`src/rtl/i2c_scl_pkg.sv`:
```
package i2c_scl_pkg;
  typedef enum logic [1:0] {
    PH_IDLE = 2'd0,
    PH_LOW  = 2'd1,
    PH_HIGH = 2'd2
  } scl_phase_e;

  // fixed cycles added to every programmed phase count
  localparam int unsigned PHASE_OVERHEAD = 3;
endpackage

```
`src/rtl/i2c_scl_ctl_decode.sv`:
```
module i2c_scl_ctl_decode
  import i2c_scl_pkg::*;
#(
  parameter int unsigned DIV_W = 8
) (
  input  logic [DIV_W-1:0] low_field,
  input  logic [DIV_W-1:0] high_field,
  output logic [DIV_W:0]   low_load,
  output logic [DIV_W:0]   high_load
);
  localparam int unsigned CNT_W = DIV_W + 1;
  localparam logic [CNT_W-1:0] EXTRA = CNT_W'(PHASE_OVERHEAD - 1);

  always_comb begin
    low_load = {1'b0, low_field} + EXTRA;
    if (high_field == '0) begin
      high_load = low_load;
    end else begin
      high_load = {1'b0, high_field} + EXTRA;
    end
  end
endmodule

```
`src/rtl/i2c_scl_phase_cnt.sv`:
```
module i2c_scl_phase_cnt #(
  parameter int unsigned CNT_W = 9
) (
  input  logic             clk,
  input  logic             rst,
  input  logic             load,
  input  logic [CNT_W-1:0] load_val,
  input  logic             dec,
  output logic             expired
);
  logic [CNT_W-1:0] cnt_q;

  always_ff @(posedge clk) begin
    if (rst) begin
      cnt_q <= '0;
    end else if (load) begin
      cnt_q <= load_val;
    end else if (dec && (cnt_q != '0)) begin
      cnt_q <= cnt_q - 1'b1;
    end
  end

  assign expired = (cnt_q == '0);
endmodule

```
`src/rtl/i2c_scl_gen.sv`:
```
module i2c_scl_gen
  import i2c_scl_pkg::*;
#(
  parameter int unsigned DIV_W  = 8,
  parameter int unsigned HI_LSB = 16,
  localparam int unsigned CTL_W = HI_LSB + DIV_W
) (
  input  logic             clk,
  input  logic             rst,
  input  logic             run_en,
  input  logic [CTL_W-1:0] ctl_word,
  input  logic             scl_sense,
  output logic             scl_drive_low,
  output logic             scl_fall_stb,
  output logic             scl_rise_stb
);
  localparam int unsigned CNT_W = DIV_W + 1;

  scl_phase_e       phase_q, phase_d;
  logic [CNT_W-1:0] low_load, high_load, load_val;
  logic             cnt_load, cnt_dec, pick_high, cnt_expired;
  logic             ctl_unused_bits;

  // bits between the two count fields carry nothing for timing
  assign ctl_unused_bits = ^ctl_word[HI_LSB-1:DIV_W];

  i2c_scl_ctl_decode #(.DIV_W(DIV_W)) u_decode (
    .low_field (ctl_word[DIV_W-1:0]),
    .high_field(ctl_word[HI_LSB +: DIV_W]),
    .low_load  (low_load),
    .high_load (high_load)
  );

  assign load_val = pick_high ? high_load : low_load;

  i2c_scl_phase_cnt #(.CNT_W(CNT_W)) u_cnt (
    .clk     (clk),
    .rst     (rst),
    .load    (cnt_load),
    .load_val(load_val),
    .dec     (cnt_dec),
    .expired (cnt_expired)
  );

  always_comb begin
    phase_d   = phase_q;
    cnt_load  = 1'b0;
    cnt_dec   = 1'b0;
    pick_high = 1'b0;
    unique case (phase_q)
      PH_IDLE: begin
        if (run_en) begin
          phase_d  = PH_LOW;
          cnt_load = 1'b1;
        end
      end
      PH_LOW: begin
        if (!run_en) begin
          phase_d = PH_IDLE;
        end else if (cnt_expired) begin
          phase_d   = PH_HIGH;
          cnt_load  = 1'b1;
          pick_high = 1'b1;
        end else begin
          cnt_dec = 1'b1;
        end
      end
      PH_HIGH: begin
        if (!run_en) begin
          phase_d = PH_IDLE;
        end else if (scl_sense) begin
          if (cnt_expired) begin
            phase_d  = PH_LOW;
            cnt_load = 1'b1;
          end else begin
            cnt_dec = 1'b1;
          end
        end
      end
      default: phase_d = PH_IDLE;
    endcase
  end

  always_ff @(posedge clk) begin
    if (rst) begin
      phase_q       <= PH_IDLE;
      scl_drive_low <= 1'b0;
      scl_fall_stb  <= 1'b0;
      scl_rise_stb  <= 1'b0;
    end else begin
      phase_q       <= phase_d;
      scl_drive_low <= (phase_d == PH_LOW);
      scl_fall_stb  <= (phase_d == PH_LOW) && (phase_q != PH_LOW);
      scl_rise_stb  <= (phase_d == PH_HIGH) && (phase_q == PH_LOW);
    end
  end
endmodule


```
`config.mk`:
```
export PLATFORM = sky130hd
export DESIGN_NAME = i2c_scl_gen
export DESIGN_NICKNAME = d
export VERILOG_FILES = /design/src/rtl/i2c_scl_pkg.sv /design/src/rtl/i2c_scl_ctl_decode.sv /design/src/rtl/i2c_scl_phase_cnt.sv /design/src/rtl/i2c_scl_gen.sv
export SDC_FILE = /design/constraint.sdc
export NUM_CORES = 1
export LEC_CHECK = 0
export BUFFER_PORTS_ARGS = -buffer_cell sky130_fd_sc_hd__buf_2
export CAP_MARGIN = 5
export CORE_MARGIN = 2
export CORE_UTILIZATION = 40
export DETAILED_ROUTE_END_ITERATION = 10
export GPL_ROUTABILITY_DRIVEN = 0
export SLEW_MARGIN = 20
export SYNTH_ARGS = -nofsm -noshare
export SYNTH_HDL_FRONTEND = slang
export SYNTH_HIERARCHICAL = 1
export SYNTH_SLANG_ARGS = --single-unit
```
`constraint.sdc`:
```
create_clock -name clk -period 2.9 [get_ports clk]
set_input_delay 0.29 -clock clk [delete_from_list [all_inputs] [get_ports clk]]
set_output_delay 0.29 -clock clk [all_outputs]
set_load 0.05 [all_outputs]
```
=== Word level (Yosys, flattened, before mapping) ===
Cells that the tools add are included.

* Flip-flop bits (word level): 14
* Input bits: 28
* Output and inout bits: 3

* Add/sub/neg operators: 3
* Equal/unequal tests: 5
* Muxes and demuxes: 23
* Reduce and logical (&&, ||, !) cells: 8

{| class="wikitable"
|+ Operators with widths
! operator !! number
|-
| 9-bit two-way mux || 4
|-
| 8-bit by 2-bit adder with 9-bit output, second input constant || 2
|-
| 2-bit two-way mux || 6
|-
| 1-bit two-way mux || 10
|-
| 9-bit zero test || 1
|-
| 9-bit nonzero test || 1
|-
| 9-bit by 1-bit subtractor with 9-bit output, second input constant || 1
|-
| 8-bit zero test || 1
|-
| 2-bit one-hot mux with 3 select lines || 1
|-
| 2-bit by 1-bit equality test with 1-bit output, second input constant || 2
|-
| 2-bit equality test, second input constant || 2
|-
| 1-bit logical AND || 3
|-
| 1-bit one-hot mux with 3 select lines || 1
|-
| 2-bit zero test || 1
|-
| 2-bit by 1-bit != test with 1-bit output, second input constant || 1
|-
| 1-bit one-hot mux with 2 select lines || 1
|-
| 2-bit nonzero test || 1
|}

=== Depth between registers and ports, before layout ===
* Depth in word-level cells: 8
* Depth in mapped cells: 9
* Mapped depth without buffers: 8

=== Hierarchy ===
The synthesis kept the hierarchy.

{| class="wikitable"
|+ By module, submodules not included
! module !! instances !! cells each !! area an instance (um^2) !! seq. area each (um^2)
|-
| i2c_scl_phase_cnt || 1 || 70 || 604.3 || 180.2
|-
| i2c_scl_gen || 1 || 47 || 491.7 || 100.1
|-
| i2c_scl_ctl_decode || 1 || 43 || 317.8 || 0.0
|}

=== Worst setup path before layout ===
Ideal clock, no wire load.

* Path kind: reg2reg
* From: reg u_cnt.cnt_q[0]
* To: reg u_cnt.cnt_q[5]
* Setup time: 0.103 ns
* Arrival time: 2.137 ns
* Required time: 2.797 ns
* Slack: 0.659 ns
* Stages on the path, launching flop included: 8
* Buffers on the path: 0
* Path through: dfxtp_1 > inv_1 > ha_1 > and4b_1 > nor3_1 > nor4b_2 > o211ai_1 > a2111oi_2

* Cells in the longest elaborated chain, start to end: 7
* Elaborated cells between the ends (all ways): 19
* Classes of those cells: add/sub: 1; mux: 14; reduce/logical: 4

{| class="wikitable"
|+ RTL lines
! item !! RTL line !! RTL
|-
| from (decl) || i2c_scl_phase_cnt.sv:11 || <nowiki>logic [CNT_W-1:0] cnt_q;</nowiki>
|-
| from (signal assigned) || i2c_scl_phase_cnt.sv:17 || <nowiki>cnt_q <= load_val;</nowiki>
|-
| from (signal assigned) || i2c_scl_phase_cnt.sv:19 || <nowiki>cnt_q <= cnt_q - 1'b1;</nowiki>
|-
| 9-bit zero test (*) || i2c_scl_phase_cnt.sv:23 || <nowiki>assign expired = (cnt_q == '0);</nowiki>
|-
| via cnt_expired || i2c_scl_gen.sv:21 || <nowiki>logic cnt_load, cnt_dec, pick_high, cnt_expired;</nowiki>
|-
| 1-bit two-way mux (*) || i2c_scl_gen.sv:60, i2c_scl_gen.sv:72 ||
|-
| 1-bit two-way mux || i2c_scl_gen.sv:71 || <nowiki>end else if (scl_sense) begin</nowiki>
|-
| 1-bit two-way mux || i2c_scl_gen.sv:69 || <nowiki>if (!run_en) begin</nowiki>
|-
| 1-bit one-hot mux with 2 select lines (*) || i2c_scl_gen.sv:50 || <nowiki>unique case (phase_q)</nowiki>
|-
| via cnt_dec || i2c_scl_gen.sv:21 ||
|-
| 1-bit logical AND (*) || i2c_scl_phase_cnt.sv:18 || <nowiki>end else if (dec && (cnt_q != '0)) begin</nowiki>
|-
| 2-bit nonzero test (no source line) (*) || - ||
|}

Mark *: on every way through the listed nets, which the timed path passes. The rest lies on a longest branch. The select of a mux whose other input is x is not followed.
A chain may end at the register's enable or synchronous reset.

=== Worst setup path in the final report ===
* From: reg u_cnt.cnt_q[0]
* To: reg u_cnt.cnt_q[7]

The elaborated chain is that of the path after synthesis.

==> flow_summary.json <==
{
  "outcome": "finished clean",
  "grt_max_degree": 19,
  "pre_cts_slack_ns": 0.481,
  "critPathKind": "flop to flop",
  "dp_hpwl_um": 2450,
  "min_path_type": "input pin to flop",
  "setup_ws_ns": 0.419,
  "fin_crit_sh_pct": 85.6,
  "numCtsBuffers": 3,
  "grt_antenna_before_repair": 0,
  "htree_levels": 1,
  "io_pins": 31,
  "worstMarginPinSlew_ns": 0.669,
  "cp_cell_sequence": "inv_1 > ha_1 > and4b_1 > nor3_1 > buf_4 > nor4b_2 > a311oi_1 > a2111oi_0",
  "cts_hold_buf": 0,
  "start_util_pct": 42.0,
  "clock_latency_ns": 0.27,
  "syn_to_final_growth_pct": 10.9,
  "first_global_vias": 1227,
  "drive_above_1_share_pct": 29.8,
  "yosys.area.top_type": "dfxtp_1",
  "hold_viol": 0,
  "n_antenna_cell": 0,
  "overflow": 0,
  "tritoncts": "done",
  "async_reset_ff_share_pct": 0,
  "synthFlopType": "dfxtp_1",
  "cpPeakStageDelay_ns": 0.50,
  "clkTransAtPathRegs_ns": 0.09,
  "drt-initial-drc-count": 72,
  "root_buffer": "clkbuf_4",
  "drc": 0,
  "die_h_um": 63.5,
  "fmax_ghz": 0.403,
  "port_buffers": 22,
  "setup-tns-final_ns": 0,
  "setup.worst_path.start": "u_cnt/cnt_q[0]",
  "post-route-min-period_ns": 2.48,
  "start_kind": "flop",
  "clockBufferDepth": 2,
  "clock_sinks": 14,
  "layout.cells.most_common": "buf_2",
  "post_drt_wl_per_cell_um": 13.9,
  "syn-num-nets": 195,
  "grt.total_usage_pct": 16.7,
  "dr.pass1.iters": 4,
  "dieArea_sq_um": 4030,
  "die_w_um": 63.5,
  "crit_required_ns": 3.06,
  "slew_viol_final": 0,
  "cts_setup_buffers": 0,
  "antenna_left": 0,
  "post_drt_via_cell_ratio": 5.77,
  "ctsResizeCount": 0,
  "via_count": 1309,
  "core_sq_um": 3360,
  "p_leak_uw": 0.000653,
  "rsz0062_at_grt": "false",
  "synth_area_sq_um": 1410,
  "syn_area_per_cell_sq_um": 8.84,
  "cp_max_fo": 6,
  "vdd_drop_max_mv": 0.114,
  "arrival_ns": 2.64,
  "syn-instance-count": 160,
  "final_cell_mix": "buf_2 (22), dfxtp_1 (14), nor2_1 (13)",
  "worst_slew_margin_rel_pct": 55.0,
  "p_per_area_nw_per_um2": 362,
  "cp-end-kind": "flop",
  "regToRegStartpoint": "u_cnt/cnt_q[0]",
  "synth.area.top_cells": "dfxtp_1 (20%), mux2_4 (9.6%), ha_1 (6.2%)",
  "grt_first_pass_wirelength_um": 5440,
  "fin_nets": 218,
  "fin_worst_skew_ns": 0.00117,
  "drv_cap": 0,
  "wirelength_um": 3160,
  "crit_path_top_delay_cell": "nor4b_2",
  "whs_ns": 0.390,
  "ys_types": 53,
  "yosysSeqAreaShare_pct": 19.8,
  "hp-start": "rst",
  "yosys_register_bits": 14,
  "synth-edff-count": 0,
  "synth_top_area_share_pct": 19.8,
  "yosys_warnings": 6,
  "rows": 21,
  "finalSetupViolations": 0
}
[flip-flops by register name, summed over array words and instances (netlist names)]
register / count
scl_fall_stb: 1
scl_rise_stb: 1
phase_q: 2
u_cnt/cnt_q: 9
scl_drive_low: 1
[worst paths after layout]
check | end | slack (ns) | cells after the start
worst min-delay path | u_cnt/cnt_q[8] | 0.39 | 2
worst max register to register | u_cnt/cnt_q[7] | 0.42 | 8
worst max-delay path | u_cnt/cnt_q[7] | 0.42 | 8
worst min register to register | u_cnt/cnt_q[8] | 0.57 | 2
[per-layer routing]
metal	global-route usage [%]	share of wire [%]	vias to the layer above	wire length, um
met4	5.71	0.85	0	27
met3	1.25	3.6	2	113
met2	27.8	45	35	1440
met1	22.6	50	615	1580
met5	0	0	-	0
li1	-	-	657	-
[synthesized netlist by cell type (2+ instances only)]
cell type and n:
inv_1 9, nand3b_1 4, ha_1 7, o211ai_1 6, dfxtp_1 14, nor3_1 7, a311oi_1 3, clkbuf_1 2
nor4_1 4, nand2_1 7, nor2_1 13, nand3_1 6, o21ai_0 3, xnor2_1 6, or3_1 3, mux2_2 2
a21oi_1 5, nand2b_1 2, o21a_1 4, xor2_1 4, a21o_2 6, mux2_4 9, nor2b_1 3, o211a_1 2
[layout make-up]
type / instances / area, sq um
clock buffers: 3 / 22.5
fillers: 378 / 1800
inverters: 9 / 33.8
multi-input cells: 131 / 1050
flip-flops and latches: 14 / 280
well taps: 46 / 57.6
repair buffers: 24 / 125
[logic make-up (layout without fill, tap and decap cells)]
| group | Yosys count | after routing | share of synthesized area, % |
|---|---|---|---|
| AO/OA/AOI/OAI | 42 | 42 | 24.2 |
| XOR/XNOR | 10 | 10 | 6.19 |
| adder cells (fa/ha/maj) | 7 | 7 | 6.19 |
| buffers and inverters | 15 | 36 | 6.02 |
| flip-flops | 14 | 14 | 19.8 |
| multiplexers | 11 | 11 | 11.2 |
| AND/OR/NAND/NOR | 61 | 61 | 26.5 |
[critical path: cells and delay by family, from the launching register on]
family | cells | cell delay [ns]
AO/OA/AOI/OAI | 2 | 0.53
adder cells (fa/ha/maj) | 1 | 0.24
buffers and inverters | 2 | 0.24
flip-flops | 1 | 0.37
AND/OR/NAND/NOR | 3 | 0.99
[stage by stage]
stage	area, sq um	total power, uW	cells	utilization [%]
2_1_floorplan	1410	404	160	-
3_3_place_gp	1550	449	224	45.9
3_5_place_dp	1550	456	224	45.9
4_1_cts	1570	570	227	46.6
5_1_grt	1570	606	227	46.6
6_report	1570	567	227	46.6
[power breakdown]
group          total (uW)  switching (uW)  leakage [uW]  internal, uW
combinational         225             126      0.000524          99.3
sequential            230            19.7      0.000115           210
clock                 112            64.3     0.0000138          48.0
Note: power is estimated with default switching activity, not from simulation.
